===== src/rtl/tdm_rx_pkg.sv =====
package tdm_rx_pkg;
   localparam int BYTE_W = 8;
   localparam int SLOT_W = 5;

   typedef struct packed {
      logic              fbit;
      logic [SLOT_W-1:0] slot;
      logic [BYTE_W-1:0] data;
   } rx_entry_t;
endpackage


===== src/rtl/tdm_rx_sync.sv =====
module tdm_rx_sync #(
   parameter int STAGES = 2
) (
   input  logic clk,
   input  logic rst_n,
   input  logic line_clk,
   input  logic line_sync,
   input  logic line_data,
   output logic clk_rise,
   output logic clk_fall,
   output logic sync_q,
   output logic data_q
);
   localparam int LANES = 3;

   if (STAGES < 1) begin : g_bad_stages
      $error("tdm_rx_sync: STAGES must be at least 1");
   end

   logic [STAGES-1:0][LANES-1:0] chain;
   logic                         clk_prev;

   for (genvar i = 0; i < STAGES; i++) begin : g_stage
      if (i == 0) begin : g_first
         always_ff @(posedge clk or negedge rst_n) begin
            if (!rst_n) chain[0] <= '0;
            else        chain[0] <= {line_clk, line_sync, line_data};
         end
      end else begin : g_next
         always_ff @(posedge clk or negedge rst_n) begin
            if (!rst_n) chain[i] <= '0;
            else        chain[i] <= chain[i-1];
         end
      end
   end

   always_ff @(posedge clk or negedge rst_n) begin
      if (!rst_n) clk_prev <= 1'b0;
      else        clk_prev <= chain[STAGES-1][2];
   end

   assign clk_rise = chain[STAGES-1][2] & ~clk_prev;
   assign clk_fall = ~chain[STAGES-1][2] & clk_prev;
   assign sync_q   = chain[STAGES-1][1];
   assign data_q   = chain[STAGES-1][0];
endmodule


===== src/rtl/tdm_rx_align.sv =====
module tdm_rx_align #(
   parameter int OFS_W  = 8,
   parameter int T1_BITS = 193,
   parameter int E1_BITS = 256,
   localparam int POS_W = $clog2(E1_BITS)
) (
   input  logic             clk,
   input  logic             rst_n,
   input  logic             sync_evt,
   input  logic             sync_act,
   input  logic             data_evt,
   input  logic             cfg_t1,
   input  logic [OFS_W-1:0] cfg_offset,
   output logic             bit_ok,
   output logic [POS_W-1:0] bit_pos,
   output logic             resync_err
);
   if (T1_BITS >= E1_BITS) begin : g_bad_len
      $error("tdm_rx_align: T1_BITS must be below E1_BITS");
   end

   logic             prev_act;
   logic             pend;
   logic [OFS_W-1:0] cnt;
   logic             locked;
   logic [POS_W-1:0] bit_idx;

   logic             det, pend_now, start;
   logic [OFS_W-1:0] cnt_now;
   logic [POS_W-1:0] last_pos;

   assign det      = sync_evt & sync_act & ~prev_act;
   assign pend_now = det | pend;
   assign cnt_now  = det ? cfg_offset : cnt;
   assign start    = data_evt & pend_now & (cnt_now == '0);
   assign last_pos = cfg_t1 ? POS_W'(T1_BITS - 1) : POS_W'(E1_BITS - 1);
   assign bit_pos  = start ? '0 : bit_idx;
   assign bit_ok   = data_evt & (locked | start);

   always_ff @(posedge clk or negedge rst_n) begin
      if (!rst_n) begin
         prev_act   <= 1'b0;
         pend       <= 1'b0;
         cnt        <= '0;
         locked     <= 1'b0;
         bit_idx    <= '0;
         resync_err <= 1'b0;
      end else begin
         if (sync_evt) prev_act <= sync_act;
         if (data_evt && pend_now) begin
            pend <= (cnt_now != '0);
            cnt  <= (cnt_now != '0) ? cnt_now - 1'b1 : '0;
         end else if (det) begin
            pend <= 1'b1;
            cnt  <= cfg_offset;
         end
         if (bit_ok) begin
            locked  <= 1'b1;
            bit_idx <= (bit_pos == last_pos) ? '0 : bit_pos + 1'b1;
         end
         resync_err <= start & locked & (bit_idx != '0);
      end
   end
endmodule


===== src/rtl/tdm_rx_pack.sv =====
module tdm_rx_pack
   import tdm_rx_pkg::*;
#(
   parameter int POS_W = 8
) (
   input  logic             clk,
   input  logic             rst_n,
   input  logic             bit_ok,
   input  logic [POS_W-1:0] bit_pos,
   input  logic             bit_val,
   input  logic             cfg_t1,
   input  logic             cfg_fbit_en,
   input  logic             cfg_lsb_first,
   input  logic             out_ready,
   output logic             out_valid,
   output rx_entry_t        out_entry,
   output logic             overflow
);
   localparam int LOW_W = $clog2(BYTE_W);

   if (POS_W < LOW_W + SLOT_W) begin : g_bad_pos
      $error("tdm_rx_pack: POS_W too narrow for slot and bit fields");
   end

   logic [BYTE_W-1:0] shreg, sh_next;
   logic [POS_W-1:0]  dpos;
   logic              is_fbit, emit_fb, emit_d;

   assign is_fbit = cfg_t1 & (bit_pos == '0);
   assign dpos    = cfg_t1 ? bit_pos - 1'b1 : bit_pos;
   assign sh_next = cfg_lsb_first ? {bit_val, shreg[BYTE_W-1:1]}
                                  : {shreg[BYTE_W-2:0], bit_val};
   assign emit_fb = bit_ok & is_fbit & cfg_fbit_en;
   assign emit_d  = bit_ok & ~is_fbit & (dpos[LOW_W-1:0] == LOW_W'(BYTE_W - 1));

   always_ff @(posedge clk or negedge rst_n) begin
      if (!rst_n) begin
         shreg     <= '0;
         out_valid <= 1'b0;
         out_entry <= '0;
         overflow  <= 1'b0;
      end else begin
         if (bit_ok && !is_fbit) shreg <= sh_next;
         out_valid <= emit_fb | emit_d;
         if (emit_fb) begin
            out_entry.fbit <= 1'b1;
            out_entry.slot <= '0;
            out_entry.data <= BYTE_W'(bit_val);
         end else if (emit_d) begin
            out_entry.fbit <= 1'b0;
            out_entry.slot <= dpos[LOW_W +: SLOT_W];
            out_entry.data <= sh_next;
         end
         if (out_valid && !out_ready) overflow <= 1'b1;
      end
   end
endmodule


===== src/rtl/tdm_frame_rx.sv =====
module tdm_frame_rx
   import tdm_rx_pkg::*;
#(
   parameter int SYNC_STAGES = 2,
   parameter int OFS_W       = 8,
   parameter int T1_BITS     = 193,
   parameter int E1_BITS     = 256
) (
   input  logic             clk,
   input  logic             rst_n,
   input  logic             ser_clk,
   input  logic             ser_sync,
   input  logic             ser_data,
   input  logic             cfg_t1,
   input  logic             cfg_fbit_en,
   input  logic             cfg_sync_fall,
   input  logic             cfg_data_fall,
   input  logic             cfg_sync_low,
   input  logic             cfg_lsb_first,
   input  logic             cfg_invert,
   input  logic [OFS_W-1:0] cfg_offset,
   input  logic             out_ready,
   output logic             out_valid,
   output logic [7:0]       out_data,
   output logic [4:0]       out_slot,
   output logic             out_fbit,
   output logic             overflow,
   output logic             resync_err
);
   localparam int POS_W = $clog2(E1_BITS);

   if (E1_BITS != 32 * BYTE_W) begin : g_bad_e1
      $error("tdm_frame_rx: E1_BITS must hold 32 byte slots");
   end

   logic             c_rise, c_fall, s_sync, s_data;
   logic             bit_ok;
   logic [POS_W-1:0] bit_pos;
   rx_entry_t        entry;

   tdm_rx_sync #(.STAGES(SYNC_STAGES)) u_sync (
      .clk      (clk),
      .rst_n    (rst_n),
      .line_clk (ser_clk),
      .line_sync(ser_sync),
      .line_data(ser_data),
      .clk_rise (c_rise),
      .clk_fall (c_fall),
      .sync_q   (s_sync),
      .data_q   (s_data)
   );

   tdm_rx_align #(.OFS_W(OFS_W), .T1_BITS(T1_BITS), .E1_BITS(E1_BITS)) u_align (
      .clk       (clk),
      .rst_n     (rst_n),
      .sync_evt  (cfg_sync_fall ? c_fall : c_rise),
      .sync_act  (s_sync ^ cfg_sync_low),
      .data_evt  (cfg_data_fall ? c_fall : c_rise),
      .cfg_t1    (cfg_t1),
      .cfg_offset(cfg_offset),
      .bit_ok    (bit_ok),
      .bit_pos   (bit_pos),
      .resync_err(resync_err)
   );

   tdm_rx_pack #(.POS_W(POS_W)) u_pack (
      .clk          (clk),
      .rst_n        (rst_n),
      .bit_ok       (bit_ok),
      .bit_pos      (bit_pos),
      .bit_val      (s_data ^ cfg_invert),
      .cfg_t1       (cfg_t1),
      .cfg_fbit_en  (cfg_fbit_en),
      .cfg_lsb_first(cfg_lsb_first),
      .out_ready    (out_ready),
      .out_valid    (out_valid),
      .out_entry    (entry),
      .overflow     (overflow)
   );

   assign out_data = entry.data;
   assign out_slot = entry.slot;
   assign out_fbit = entry.fbit;
endmodule


===== config.mk =====
export PLATFORM = sky130hd
export DESIGN_NAME = tdm_frame_rx
export DESIGN_NICKNAME = d
export VERILOG_FILES = /design/src/rtl/tdm_rx_pkg.sv /design/src/rtl/tdm_rx_sync.sv /design/src/rtl/tdm_rx_align.sv /design/src/rtl/tdm_rx_pack.sv /design/src/rtl/tdm_frame_rx.sv
export SDC_FILE = /design/constraint.sdc
export NUM_CORES = 1
export LEC_CHECK = 0
export CAP_MARGIN = 20
export CELL_PAD_IN_SITES_DETAIL_PLACEMENT = 0
export CELL_PAD_IN_SITES_GLOBAL_PLACEMENT = 1
export CORE_MARGIN = 1
export CORE_UTILIZATION = 42
export DETAILED_ROUTE_END_ITERATION = 16
export PLACE_DENSITY_LB_ADDON = 0.08
export SETUP_SLACK_MARGIN = 0.4
export SLEW_MARGIN = 20
export SYNTH_ARGS = -nofsm -noshare
export SYNTH_HDL_FRONTEND = slang
export SYNTH_SLANG_ARGS = --single-unit

===== constraint.sdc =====
create_clock -name clk -period 5.3 [get_ports clk]
set_input_delay 1.06 -clock clk [delete_from_list [all_inputs] [get_ports clk]]
set_output_delay 1.06 -clock clk [all_outputs]
set_load 0.01 [all_outputs]

==> metrics.csv, run 1 <==
metric,value,unit
status,"complete, no violations",
ys.warnings.count,0,
seq_area_frac_synth,0.465,
cts.reportedPaths.clkPinSlew,90,ps
yosys_most_used_dff,dfrtp_1,
fmax,211,MHz
drc,0,
core_area,6310,um2
avgSynthCellArea,9.91,um2
fp.dieH,82.9,um
yosysTopAreaCellShare,0.465,
hp-start,u_sync.chain[2],
synth_cell_types,56,
grt_pass1_wl,10500,um
root_buffer,clkbuf_8,
synth_top_cell_by_area,dfrtp_1,
final_util,0.552,
finalClockSkew,9.50,ps
clk_path_buf_depth,2,
cts_hold_buffers,0,
synth_edf_count,0,
slew_viol_final,0,
drtPass1Iterations,4,
ir_drop,0.000157,V
drive_gt1_frac,0.211,
numCtsBuffers,5,
r2r_start,u_sync.clk_prev,
reg2reg_to,u_pack.out_entry[7],
grt_overflow_total,0,
cap_violations,0,
drt_iter0_drc,68,
ant_nets,0,
hpwl,4310,um
switching_share,0.330,
fin_crit,4750,ps
arrival,4950,ps
synth_common_cells,"dfrtp_1, nand2_1, o21ai_0, nor2_1",
setup_violations,0,
num_vias,2242,
async_flop_share,1.00,
pwr-share-seq,0.507,
yosys_register_bits,51,
required,5500,ps
htree_levels,2,
p_comb_frac,0.272,
area_growth,26.9,%
clkPwrFrac,0.222,
nets,356,
min_delay_path_depth,0,
cts.sink_count,51,
start_util,0.435,
post-route-period-util,0.896,
synth_fp_nets,301,
cts_tree,yes,
fp-row-count,29,
clk_latency,310,ps
antenna_found_initial,0,
worst-r2r-setup-slack,1330,ps
end_kind,register,
p_leak,1.47,nW
routed_wl,6200,um
die_area,6870,um2
worstPathMaxFanout,8,
syn-instance-count,277,
port_buffers,37,
yosysMostFrequentCell,dfrtp_1,
ios,38,
min_to,u_sync.chain[5],
post_drt_wl_per_cell,15.2,um
ff2ff_path_depth,17,
grt_pass1_vias,2109,
start_kind,input port,
n_antenna_cell,0,
p_sw,329,uW
vias_per_cell,5.48,
slew_headroom,0.451,
grt_max_degree,52,
rsz0062_at_grt,false,
worst_pin_slew,816,ps
critPathKind,input port to register,
hold_viol,0,
power.total,996,uW
p_int,667,uW
place_area,3230,um2
hold_path.class,register to register,
final_area,3480,um2
power_density,286,nW/um2
die_w,82.9,um
yosys-top-cells-area,"dfrtp_1, o21ai_0, mux2i_1, nand2_1, o21ai_2",
syn_area,2750,um2
grt_usage,0.187,
gp_congestion,0.768,
-- layer usage --
metal,track usage,part of all wire,up-vias,wire [um]
met5,0,0,-,0
met4,0.0580,0.011,0,70
met3,0.0348,0.027,6,167
met2,0.285,0.45,37,2780
met1,0.272,0.51,1079,3190
li1,-,-,1120,-
-- worst max-delay path, stage by stage --
cell,delay (ps)
clkdlybuf4s50_1,430
and3b_1,220
o211ai_1,170
buf_4,160
mux2i_2,240
ha_1,200
or4b_4,480
or3_4,350
mux2i_2,190
nand2_2,110
nand2_1,90
ha_1,180
nand2_2,100
nor4_4,370
o311ai_4,230
buf_12,230
nand3_1,90
o21ai_2,50
-- kinds of logic after synthesis --
family                     after synthesis  share of synthesized area
AOI/OAI and AO/OA                       73                      0.186
DFF                                     51                      0.465
muxes                                   16                     0.0624
and+or+nand+nor                        109                      0.216
buffers and inverters                   16                     0.0282
adders and majority gates                3                     0.0137
xor gates and xnor gates                 9                     0.0287
-- through the flow --
step | setup slack (ps) | std cells | hold slack, ps | TNS (ps)
2_1_floorplan | 438 | 277 | 331 | 0
3_3_place_gp | 129 | 388 | 333 | 0
3_5_place_dp | -24.7 | 388 | 336 | -54.5
4_1_cts | 402 | 396 | 356 | 0
5_1_grt | 415 | 409 | 363 | 0
6_report | 550 | 409 | 353 | 0
-- cell usage in the layout, fill, tap and decap left out, drive strengths merged, types with 2 or more instances in the layout --
cell / Yosys / final
dfrtp: 51 / 51
o21ai: 39 / 39
clkdlybuf4s50: 0 / 36
nand2: 29 / 29
nor2: 25 / 25
buf: 4 / 22
nand3: 19 / 19
mux2i: 13 / 13
nor3: 11 / 11
xor2: 8 / 8
o31ai: 7 / 7
clkbuf: 8 / 6
a21oi: 5 / 5
inv: 4 / 4
nand2b: 4 / 4
a211oi: 4 / 4
nor4: 4 / 4
o21a: 3 / 3
and3: 3 / 3
ha: 3 / 3
mux2: 3 / 3
o211ai: 2 / 2
nor4b: 2 / 2
a31oi: 2 / 2
or3: 2 / 2
o311ai: 1 / 2
clkinv: 0 / 2
-- worst max path at each step --
stage	to	slack [ps]	cells after the start	startpoint
final	u_pack.out_entry[7]	550	18	cfg_sync_fall
after global routing	u_pack.out_entry[7]	420	18	cfg_sync_fall
after CTS	u_pack.out_entry[7]	400	17	cfg_sync_fall
after detailed placement	u_pack.out_entry[7]	-20	17	cfg_sync_fall
after global placement	u_pack.out_entry[7]	130	17	cfg_sync_fall
after floorplan	u_pack.out_entry[11]	440	17	cfg_sync_fall
-- registers in the layout (all words and copies together), names as in the netlist --
register / cells
u_pack.out_valid: 1
u_sync.data_q: 1
u_pack.overflow: 1
u_align.cnt: 8
u_sync.sync_q: 1
u_sync.chain: 4
u_align.resync_err: 1
u_align.prev_act: 1
u_pack.out_entry: 14
u_align.pend: 1
u_pack.shreg: 8
u_sync.clk_prev: 1
u_align.bit_idx: 8
u_align.locked: 1
-- repair_timing --
action	4_1_cts	5_1_grt
gates cloned	0	2
pin swaps	2	3
setup endpoints to repair	10	23
gates resized for setup	1	7
buffers inserted	1	11
-- power groups by stage --
stage / combinational (mW) / clock (mW) / sequential, mW
floorplan: 0.184 / 0 / 0.486
global placement: 0.247 / 0 / 0.511
detailed placement: 0.250 / 0 / 0.510
CTS: 0.253 / 0.227 / 0.503
global route: 0.306 / 0.241 / 0.515
finish: 0.271 / 0.221 / 0.505
-- final cells by class --
class,instances,area (um2)
fillers,609,2830
clock inverters,2,13.8
clock buffers,5,68.8
inverters,4,15.0
well taps,77,96.3
repair buffers,59,573
flip-flops and latches,51,1280
multi-input cells,211,1440
Power figures use the tool's default switching activity.
==> run 2, diff against run 1 <==
--- a/config.mk
+++ b/config.mk
@@ -5,10 +5,11 @@
 export SDC_FILE = /design/constraint.sdc
 export NUM_CORES = 1
 export LEC_CHECK = 0
+export ABC_CLOCK_PERIOD_IN_PS = 5300
 export CAP_MARGIN = 20
 export CELL_PAD_IN_SITES_DETAIL_PLACEMENT = 0
 export CELL_PAD_IN_SITES_GLOBAL_PLACEMENT = 1
-export CORE_MARGIN = 1
+export CORE_MARGIN = 1.5
 export CORE_UTILIZATION = 42
 export DETAILED_ROUTE_END_ITERATION = 16
 export PLACE_DENSITY_LB_ADDON = 0.08
==> metrics.csv, run 2 (same netlist as run 1, synthesis figures left out) <==
metric,value,unit
status,"complete, no violations",
rsz0062_at_grt,false,
top_register,u_pack.out_entry,
clk_latency,300,ps
post_drt_wl_per_cell,15.3,um
htree_levels,2,
nets,355,
ant_nets,0,
area_growth,28.6,%
n_antenna_cell,0,
drc,0,
whs,357,ps
clk_path_buf_depth,2,
cts_tree,yes,
mostFrequentLayoutCells,"dfrtp_1, clkdlybuf4s50_1, o21ai_0, nand2_1, nor2_1",
start_kind,input port,
p_leak,1.48,nW
finalClockSkew,4.42,ps
hpwl,4190,um
routed_wl,6270,um
port_buffers,37,
grt_usage,0.185,
num_vias,2255,
fmax,209,MHz
hold_viol,0,
gr-usage-met3,0.0317,
grt_max_degree,52,
drive_gt1_frac,0.217,
grt_pass1_wl,10600,um
end_kind,register,
vias_per_cell,5.51,
cap_violations,0,
grt_pass1_vias,2141,
die_area,7030,um2
final.fill_count,579,
setup_slack,520,ps
busiest_layer,met2,
cts.sink_count,51,
core_area,6350,um2
worst_pin_slew,816,ps
hold_path.class,register to register,
required,5500,ps
setup_violations,0,
slew_viol_final,0,
start_util,0.433,
cts_hold_buffers,0,
drt_iter0_drc,168,
gp_congestion,0.820,
drtPass1Iterations,4,
grt_overflow_total,0,
antenna_found_initial,0,
root_buffer,clkbuf_8,
numCtsBuffers,5,
tns,0,ps
final_util,0.556,
post-route-period-util,0.902,
power_density,301,nW/um2
cts.reportedPaths.clkPinSlew,100,ps
arrival,4980,ps
largest_reg_flops,14,
finalNonFillerCells,409,
critPathKind,input port to register,
ios,38,
slew_headroom,0.451,
fp-row-count,29,
met1_usage,0.275,
fin_crit,4780,ps
die_w,83.9,um
dpl.cell_count,388,
fp.dieH,83.9,um
ir_drop,0.000161,V
final_common_cell,dfrtp_1,
worstPathMaxFanout,8,
pre_cts_ws,23.3,ps
grt_util_met2,0.277,
run 2: cell types whose count changed in the layout (fill, tap and decap cells not counted), sizes merged:
cell / delta
bufinv: +1
buf: -1
clkinvlp: +1
clkinv: -2
inv: +1
run 2: worst paths after layout:
kind / slack [ps] / start / to / cells after the start
worst max-delay path: 520 / cfg_sync_fall / u_pack.out_entry[4] / 19
worst min-delay path: 360 / u_sync.chain[2] / u_sync.chain[5] / 0
worst max register to register: 1290 / u_sync.chain[5] / u_pack.out_entry[4] / 18
worst min register to register: 360 / u_sync.chain[2] / u_sync.chain[5] / 0
max in group asynchronous: 3990 / rst_n / u_align.cnt[7] / 2
min in group asynchronous: 870 / rst_n / u_align.bit_idx[4] / 2
run 2: critical path: stages:
cell and delay (ps):
clkdlybuf4s50_1 430, and3b_1 220, o211ai_1 200, buf_4 180
mux2i_2 240, ha_2 210, or4b_4 460, or3_4 360
mux2i_4 160, nand2_2 110, nand2_1 90, ha_1 190
nand2_2 110, nor4_4 250, buf_4 170, o311ai_4 160
buf_12 240, nand3_2 70, o21ai_2 50
run 2: what timing repair did:
action | in CTS | in global routing
endpoints found under the setup margin | 9 | 23
setup buffers | 5 | 6
pin swaps | 2 | 4
resized for setup | 0 | 14
gates cloned | 0 | 2
run 2: layout make-up:
class,count,area [um2],area share
sequential,51,1280,0.361
clock inverter,3,46.3,0.0131
multi-input combinational,211,1470,0.417
timing repair buffer,58,557,0.158
inverter,4,15.0,0.00425
clock buffer,5,68.8,0.0195
tap,77,96.3,0.0273
run 2: metal layers:
layer  wire, um  part of all wire  vias up
li1           -                 -     1127
met1       3170              0.51     1074
met2       2840              0.45       48
met3        191             0.030        6
met4         61            0.0097        0
met5          0                 0        -
run 2: per-stage QoR:
stage               instance area (um2)  total power, mW
floorplan                          2750            0.670
global placement                   3230            0.758
CTS                                3380             1.05
finish                             3530             1.06
detailed placement                 3230            0.759
global route                       3530             1.13
run 2: power breakdown:
part	switching (mW)	internal [mW]	leakage, nW
Sequential	0.0617	0.446	0.644
Clock	0.141	0.143	0.0548
Combinational	0.145	0.126	0.778
